`src/rtl/audio_ctl_i2c.sv`:
```
module audio_ctl_i2c #(
  parameter logic [6:0] DEV_ADDR = 7'h40
) (
  input  logic        clk,
  input  logic        rst_n,
  input  logic        scl_i,
  input  logic        sda_i,
  output logic        sda_oe_o,
  output logic [63:0] regs_o,
  output logic [7:0]  wr_stb_o
);

  localparam int NREG = 8;
  localparam int PW   = $clog2(NREG);

  typedef enum logic [2:0] {S_IDLE, S_ADDR, S_SUB, S_DATA, S_SKIP} st_t;

  function automatic logic [7:0] keep_mask(input logic [PW-1:0] idx);
    case (idx)
      3'd0:                      keep_mask = 8'hFF;
      3'd1, 3'd2, 3'd3, 3'd4:    keep_mask = 8'h3F;
      3'd5, 3'd6:                keep_mask = 8'h1F;
      default:                   keep_mask = 8'h87;
    endcase
  endfunction

  logic [1:0] scl_sy, sda_sy;
  logic       scl_d, sda_d;

  always_ff @(posedge clk or negedge rst_n) begin
    if (!rst_n) begin
      scl_sy <= 2'b11;
      sda_sy <= 2'b11;
      scl_d  <= 1'b1;
      sda_d  <= 1'b1;
    end else begin
      scl_sy <= {scl_sy[0], scl_i};
      sda_sy <= {sda_sy[0], sda_i};
      scl_d  <= scl_sy[1];
      sda_d  <= sda_sy[1];
    end
  end

  wire scl_s  = scl_sy[1];
  wire sda_s  = sda_sy[1];
  wire scl_up = scl_s & ~scl_d;
  wire scl_dn = ~scl_s & scl_d;
  wire go_c   = scl_s & scl_d & sda_d & ~sda_s;
  wire end_c  = scl_s & scl_d & ~sda_d & sda_s;

  st_t           state;
  logic [3:0]    nbits;
  logic [7:0]    shift;
  logic          ack;
  logic [PW-1:0] ptr;
  logic [7:0]    bank [NREG];
  logic [NREG-1:0] stb;

  wire receiving = (state == S_ADDR) || (state == S_SUB) || (state == S_DATA);

  always_ff @(posedge clk or negedge rst_n) begin
    if (!rst_n) begin
      state <= S_IDLE;
      nbits <= '0;
      shift <= '0;
      ack   <= 1'b0;
      ptr   <= '0;
      stb   <= '0;
      for (int i = 0; i < NREG; i++) bank[i] <= (i == NREG-1) ? 8'h80 : 8'h00;
    end else begin
      stb <= '0;
      if (go_c) begin
        state <= S_ADDR;
        nbits <= '0;
        ack   <= 1'b0;
      end else if (end_c) begin
        state <= S_IDLE;
        nbits <= '0;
        ack   <= 1'b0;
      end else if (scl_up && receiving && !ack) begin
        shift <= {shift[6:0], sda_s};
        nbits <= nbits + 4'd1;
      end else if (scl_dn) begin
        if (ack) begin
          ack   <= 1'b0;
          nbits <= '0;
        end else if (nbits == 4'd8) begin
          case (state)
            S_ADDR: begin
              if (shift == {DEV_ADDR, 1'b0}) begin
                ack   <= 1'b1;
                state <= S_SUB;
              end else begin
                state <= S_SKIP;
              end
            end
            S_SUB: begin
              ptr   <= shift[PW-1:0];
              ack   <= 1'b1;
              state <= S_DATA;
            end
            S_DATA: begin
              bank[ptr] <= shift & keep_mask(ptr);
              stb[ptr]  <= 1'b1;
              ptr       <= ptr + 1'b1;
              ack       <= 1'b1;
            end
            default: ;
          endcase
        end
      end
    end
  end

  assign sda_oe_o = ack;
  assign wr_stb_o = stb;

  for (genvar g = 0; g < NREG; g++) begin : g_out
    assign regs_o[8*g +: 8] = bank[g];
  end

endmodule

```
`config.mk`:
```
export PLATFORM = sky130hd
export DESIGN_NAME = audio_ctl_i2c
export DESIGN_NICKNAME = d
export VERILOG_FILES = /design/src/rtl/audio_ctl_i2c.sv
export SDC_FILE = /design/constraint.sdc
export NUM_CORES = 1
export LEC_CHECK = 0
export BUFFER_PORTS_ARGS = -buffer_cell sky130_fd_sc_hd__buf_2
export CAP_MARGIN = 5
export CORE_MARGIN = 10
export CORE_UTILIZATION = 55
export CTS_CLUSTER_DIAMETER = 200
export DETAILED_ROUTE_END_ITERATION = 12
export GPL_ROUTABILITY_DRIVEN = 0
export PLACE_DENSITY = 0.79
export SYNTH_ARGS = -nofsm -noshare
export SYNTH_HDL_FRONTEND = slang
export SYNTH_SLANG_ARGS = --single-unit
```
`constraint.sdc`:
```
create_clock -name clk -period 2.5 [get_ports clk]
set_input_delay 0.5 -clock clk [delete_from_list [all_inputs] [get_ports clk]]
set_output_delay 0.5 -clock clk [all_outputs]
set_load 0.02 [all_outputs]
```
; ---- Yosys cells after proc, flatten, opt, wreduce, memory -nomap -nowiden
; Cells that the tools add are included.
[word_totals]
regBits = 97
in_bits = 4
elab_cells = 119
[op_classes]
magnitude_cmp = 4
bitwise = 17
addsub = 2
reduce_logical = 23
muxes = 42
eq_ne = 13
[op_table]
columns = cell, n
row1 = two-way mux 8 bit, 15
row2 = bitwise mux 64 bit, 1
row3 = demux 8 bit (select 3 bit), 1
row4 = one-hot mux 8 bit (3 select lines), 1
row5 = two-way mux 3 bit, 7
row6 = two-way mux 4 bit, 5
row7 = AND reduction 7 bit, 2
row8 = equality test 3 x 2 -> 1 bit (second input constant), 4
row9 = one-hot mux 3 bit (2 select lines), 2
row10 = nonzero test 4 bit, 3
row11 = equality test 3 bit (second input constant), 3
row12 = AND 8 bit, 1
row13 = equality test 8 bit (second input constant), 1
row14 = two-way mux 1 bit, 8
row15 = inverter 1 bit, 8
row16 = AND 1 bit, 7
row17 = equality test 3 x 1 -> 1 bit (second input constant), 2
row18 = inequality test 3 bit (second input constant), 2
row19 = nonzero test 3 bit, 2
row20 = AND reduction 5 bit, 1
row21 = adder 4 x 1 -> 4 bit (second input constant), 1
row22 = equality test 4 bit (second input constant), 1
row23 = greater-or-equal comparator 4 bit (second input constant), 1
row24 = logical AND 1 bit, 4
row25 = other kinds (15), 18

; ---- Logic depth before layout (Yosys ltp)
[depth]
word_depth = 12
mapped_depth = 7

; ---- Least setup slack after synthesis
; No wires, ideal clock.
[synth_path]
kind = register to register
from = register nbits[0]
to = register bank, in the netlist regs_o[10]
period_less_slack_ns = 1.915
path_slack_ns = 0.585
path_buffers = 0
path_stages_with_launch = 7
setup_time_ns = 0.125
t_arrival_ns = 1.790
required_time_ns = 2.375
cell_sequence = dfrtp_1 > inv_1 > ha_1 > and4bb_2 > nand2_1 > nor3_2 > mux2_2
[synth_between]
elab_chain_cells = 2
[synth_rtl]
columns = element, line_no
row1 = start: declaration, 52  ; logic [3:0] nbits;
row2 = start signal: assignment, 82  ; nbits <= nbits + 4'd1;
row3 = equality test 4 bit, 87  ; end else if (nbits == 4'd8) begin
row4 = AND reduction 7 bit (no line), -
row5 = end signal: indexed assignment, 103  ; bank[ptr] <= shift & keep_mask(ptr);
row6 = end: declaration, 56  ; logic [7:0] bank [NREG];
; Every way passes these cells.
; A chain may end at the register's enable or synchronous reset.

; ---- Final worst setup path
[layout_path]
from = register ptr[1]
to = register bank, in the netlist regs_o[47]
[layout_between]
elab_chain_cells = 12
word_cells_on_any_way = 25
classes_between = order compare: 2 / eq/ne: 6 / mux: 11 / bitwise: 2 / reduce/logical: 4
[layout_rtl]
columns = element, line_no
row1 = start: declaration, 55  ; logic [PW-1:0] ptr;
row2 = start signal: assignment, 98  ; ptr <= shift[PW-1:0];
row3 = start signal: assignment, 105  ; ptr <= ptr + 1'b1;
row4 = "equality test 3 x 1 -> 1 bit, or another cell as far along", 19  ; case (idx)
row5 = OR reduction 4 bit or OR reduction 2 bit (tied branches), 19
row6 = one-hot mux 8 bit (3 select lines), 19
row7 = two-way mux 8 bit, 88  ; case (state)
row8 = two-way mux 8 bit, 87
row9 = two-way mux 8 bit, 84  ; if (ack) begin
row10 = two-way mux 8 bit, 83  ; end else if (scl_dn) begin
row11 = two-way mux 8 bit, 80  ; end else if (scl_up && receiving && !ack) begin
row12 = two-way mux 8 bit, 76  ; end else if (end_c) begin
row13 = two-way mux 8 bit, 72  ; if (go_c) begin
row14 = AND 8 bit, 103
row15 = bitwise mux 64 bit *, 103
; Every way passes the cells marked *; elsewhere a longest branch is shown, timed or not. The select of a mux whose other input is x is not followed.

==> flow_summary.yaml <==
critical_path:
  critPathMaxFanout: 10
  cp-end-kind: "flip-flop"
  reg2reg_depth: 5
  r2r_start: "ptr[1]"
  crit_path_start_kind: "flip-flop"
  cp_data_required_time_ns: 2.81
  r2r_setup_slack_ns: 0.40
  worstReg2RegEnd: "regs_o[47]"
  cp.arrival_ns: 2.41
  crit_type: "flip-flop to flip-flop"
grt:
  overflow: 0
  grt.busiest_layer: "met2"
  use_met1: 0.181
  grt_pass1_vias: 2589
  grt_pass1_wl_mm: 13.7
  antenna_found_initial: 0
  grt_max_degree: 67
  met3_usage: 0.0485
  gr-usage-met2: 0.256
  gr-usage-all-layers: 0.154
synthesis:
  yosysSeqAreaShare: 0.613
  synthesis.area_um2: 3980
  synth_top_area_frac: 0.566
  synth_cell_types: 47
  synthTopCellsByArea: "dfrtp_1 57%, mux2_2 18%, dfstp_2 4.6%"
  ys_seq_elements: 97
  syn-instance-count: 265
  syn_area_per_cell_um2: 15.0
  yosysTopAreaCell: "dfrtp_1"
  mappedNetlistNets: 275
  ys_async_sr_fraction: 1.00
  ys.flop_type: "dfrtp_1"
  yosysWarnings: 0
  synth_edf_count: 0
timing:
  tns_ns: 0
  finalCriticalPeriod_ns: 2.10
  skew_ns: 0.0146
  fmax_mhz: 477
  slew_headroom: 0.586
  timing.hold.ws_ns: 0.0520
  fin_crit_sh: 0.838
  setup_viol: 0
  worst_pin_slew_ns: 0.619
  slew_viol_final: 0
  rsz0062_at_grt: "no"
  hold_viol_final: 0
pwr:
  peakVddDrop_mv: 0.474
  p_leak_nw: 2.53
  powerDensity_nw_per_um2: 671
clock_tree:
  cts_tree: "yes"
  clk_path_buf_depth: 2
  cts.clk_slew.worst_paths_ns: 0.09
  root_buffer: "clkbuf_8"
  clock_latency_ns: 0.37
  cts_setup_buffers: 0
  cts_resized: 0
  cts_htree_levels: 3
  numCtsBuffers: 9
  clock_sink_count: 97
  postCtsHoldBufs: 0
floorplan:
  start_util: 0.576
  die_area_um2: 11000
  num_rows: 30
  die_w_um: 105
  core_area_um2: 6910
  die_h_um: 105
  ioPinCount: 77
place:
  io_buffers: 76
  dpl.hpwl_mm: 5.83
drt:
  dr.pass1.iters: 6
  drtIter0Drc: 84
  drc: 0
  wl_per_cell_um: 18.3
  viasPerCell: 5.32
  finalWirelength_mm: 8.18
  ant_nets: 0
  dr_total_vias: 2383
cells_and_area:
  fillers: 552
  syn_to_final_growth_pct: 16.3
  antenna-diode-count: 0
  drive_gt1_frac: 0.526
  nets: 357
run_status:
  run_status: "finished clean"
run:
  cap_violations: 0
hold_path:
  hold_path_class: "input pin to async pin"
-- registers in the layout, indices dropped and copies added (netlist names) --
register / cells
sda_sy: 2
state: 3
sda_oe_o: 1
wr_stb_o: 8
sda_d: 1
shift: 8
ptr: 3
scl_d: 1
nbits: 4
regs_o: 64
scl_sy: 2
-- worst max-delay path, stage by stage (launching register included) --
cell	delay, ns
dfrtp_1	0.55
inv_1	0.12
ha_1	0.23
nor4_1	0.47
o21a_1	0.44
mux2_2	0.24
-- synth_stat cells, types with 3 or more instances --
cell	n
ha_1	6
dfrtp_1	90
mux2_4	7
nor2_2	4
nand2_1	6
o21ai_0	8
nand3_1	5
buf_6	4
dfstp_2	7
o21a_1	3
inv_1	9
nor2_1	3
mux2_2	62
nor2b_1	6
-- per-stage QoR --
stage / power, mW / area (µm²) / setup WS (ns) / utilization / std cells
floorplan: 2.04 / 3980 / 0.585 / - / 265
global placement: 2.16 / 4440 / 0.426 / 0.643 / 432
detailed placement: 2.19 / 4440 / 0.418 / 0.643 / 432
CTS: 3.14 / 4630 / 0.406 / 0.670 / 448
global route: 3.26 / 4630 / 0.261 / 0.670 / 448
finish: 3.10 / 4630 / 0.404 / 0.670 / 448
-- worst max path at each step --
stage / end / start / cells past startpoint / slack [ns]
2_1_floorplan: regs_o[10] / nbits[0] / 6 / 0.59
3_3_place_gp: regs_o[48] / nbits[0] / 6 / 0.43
3_5_place_dp: regs_o[59] / ptr[1] / 5 / 0.42
4_1_cts: regs_o[59] / ptr[1] / 5 / 0.41
5_1_grt: regs_o[55] / ptr[0] / 5 / 0.26
6_report: regs_o[47] / ptr[1] / 5 / 0.40
-- final cells by class --
type,instances,area [µm²],area share
inverter,9,33.8,0.00730
clock buffer,9,124,0.0268
multi-input combinational,150,1420,0.308
timing repair buffer,80,425,0.0920
tap,96,120,0.0260
sequential,97,2440,0.527
clock inverter,7,62.6,0.0135
-- cell families after synthesis --
| kind of cell | share of synthesized area |
|---|---|
| AND/OR/NAND/NOR | 0.0913 |
| AO/OA/AOI/OAI | 0.0343 |
| flip-flops | 0.613 |
| buffers and inverters | 0.0293 |
| XOR/XNOR | 0.00661 |
| adder cells (fa/ha/maj) | 0.0189 |
| multiplexers | 0.207 |
-- layer usage --
metal,routed length (µm),part of all wire
met5,0,0
met4,123,0.015
met3,437,0.053
met2,4030,0.49
met1,3590,0.44
-- cell usage in the layout, fill, tap and decap left out, types with 5 or more instances in the layout --
cell type,synthesis,routed
mux2_4,7,7
mux2_2,62,62
nand3_1,5,5
buf_2,1,75
clkbuf_8,0,9
o21ai_0,8,8
dfrtp_1,90,90
dfstp_2,7,7
inv_1,9,9
ha_1,6,6
nand2_1,6,6
nor2b_1,6,6
-- power breakdown --
part,internal [mW],total [mW],switching [mW]
Sequential,1.66,1.82,0.159
Combinational,0.141,0.329,0.189
Clock,0.382,0.958,0.576
Total,2.18,3.10,0.923
No activity file was read; power rests on OpenSTA's default activity.
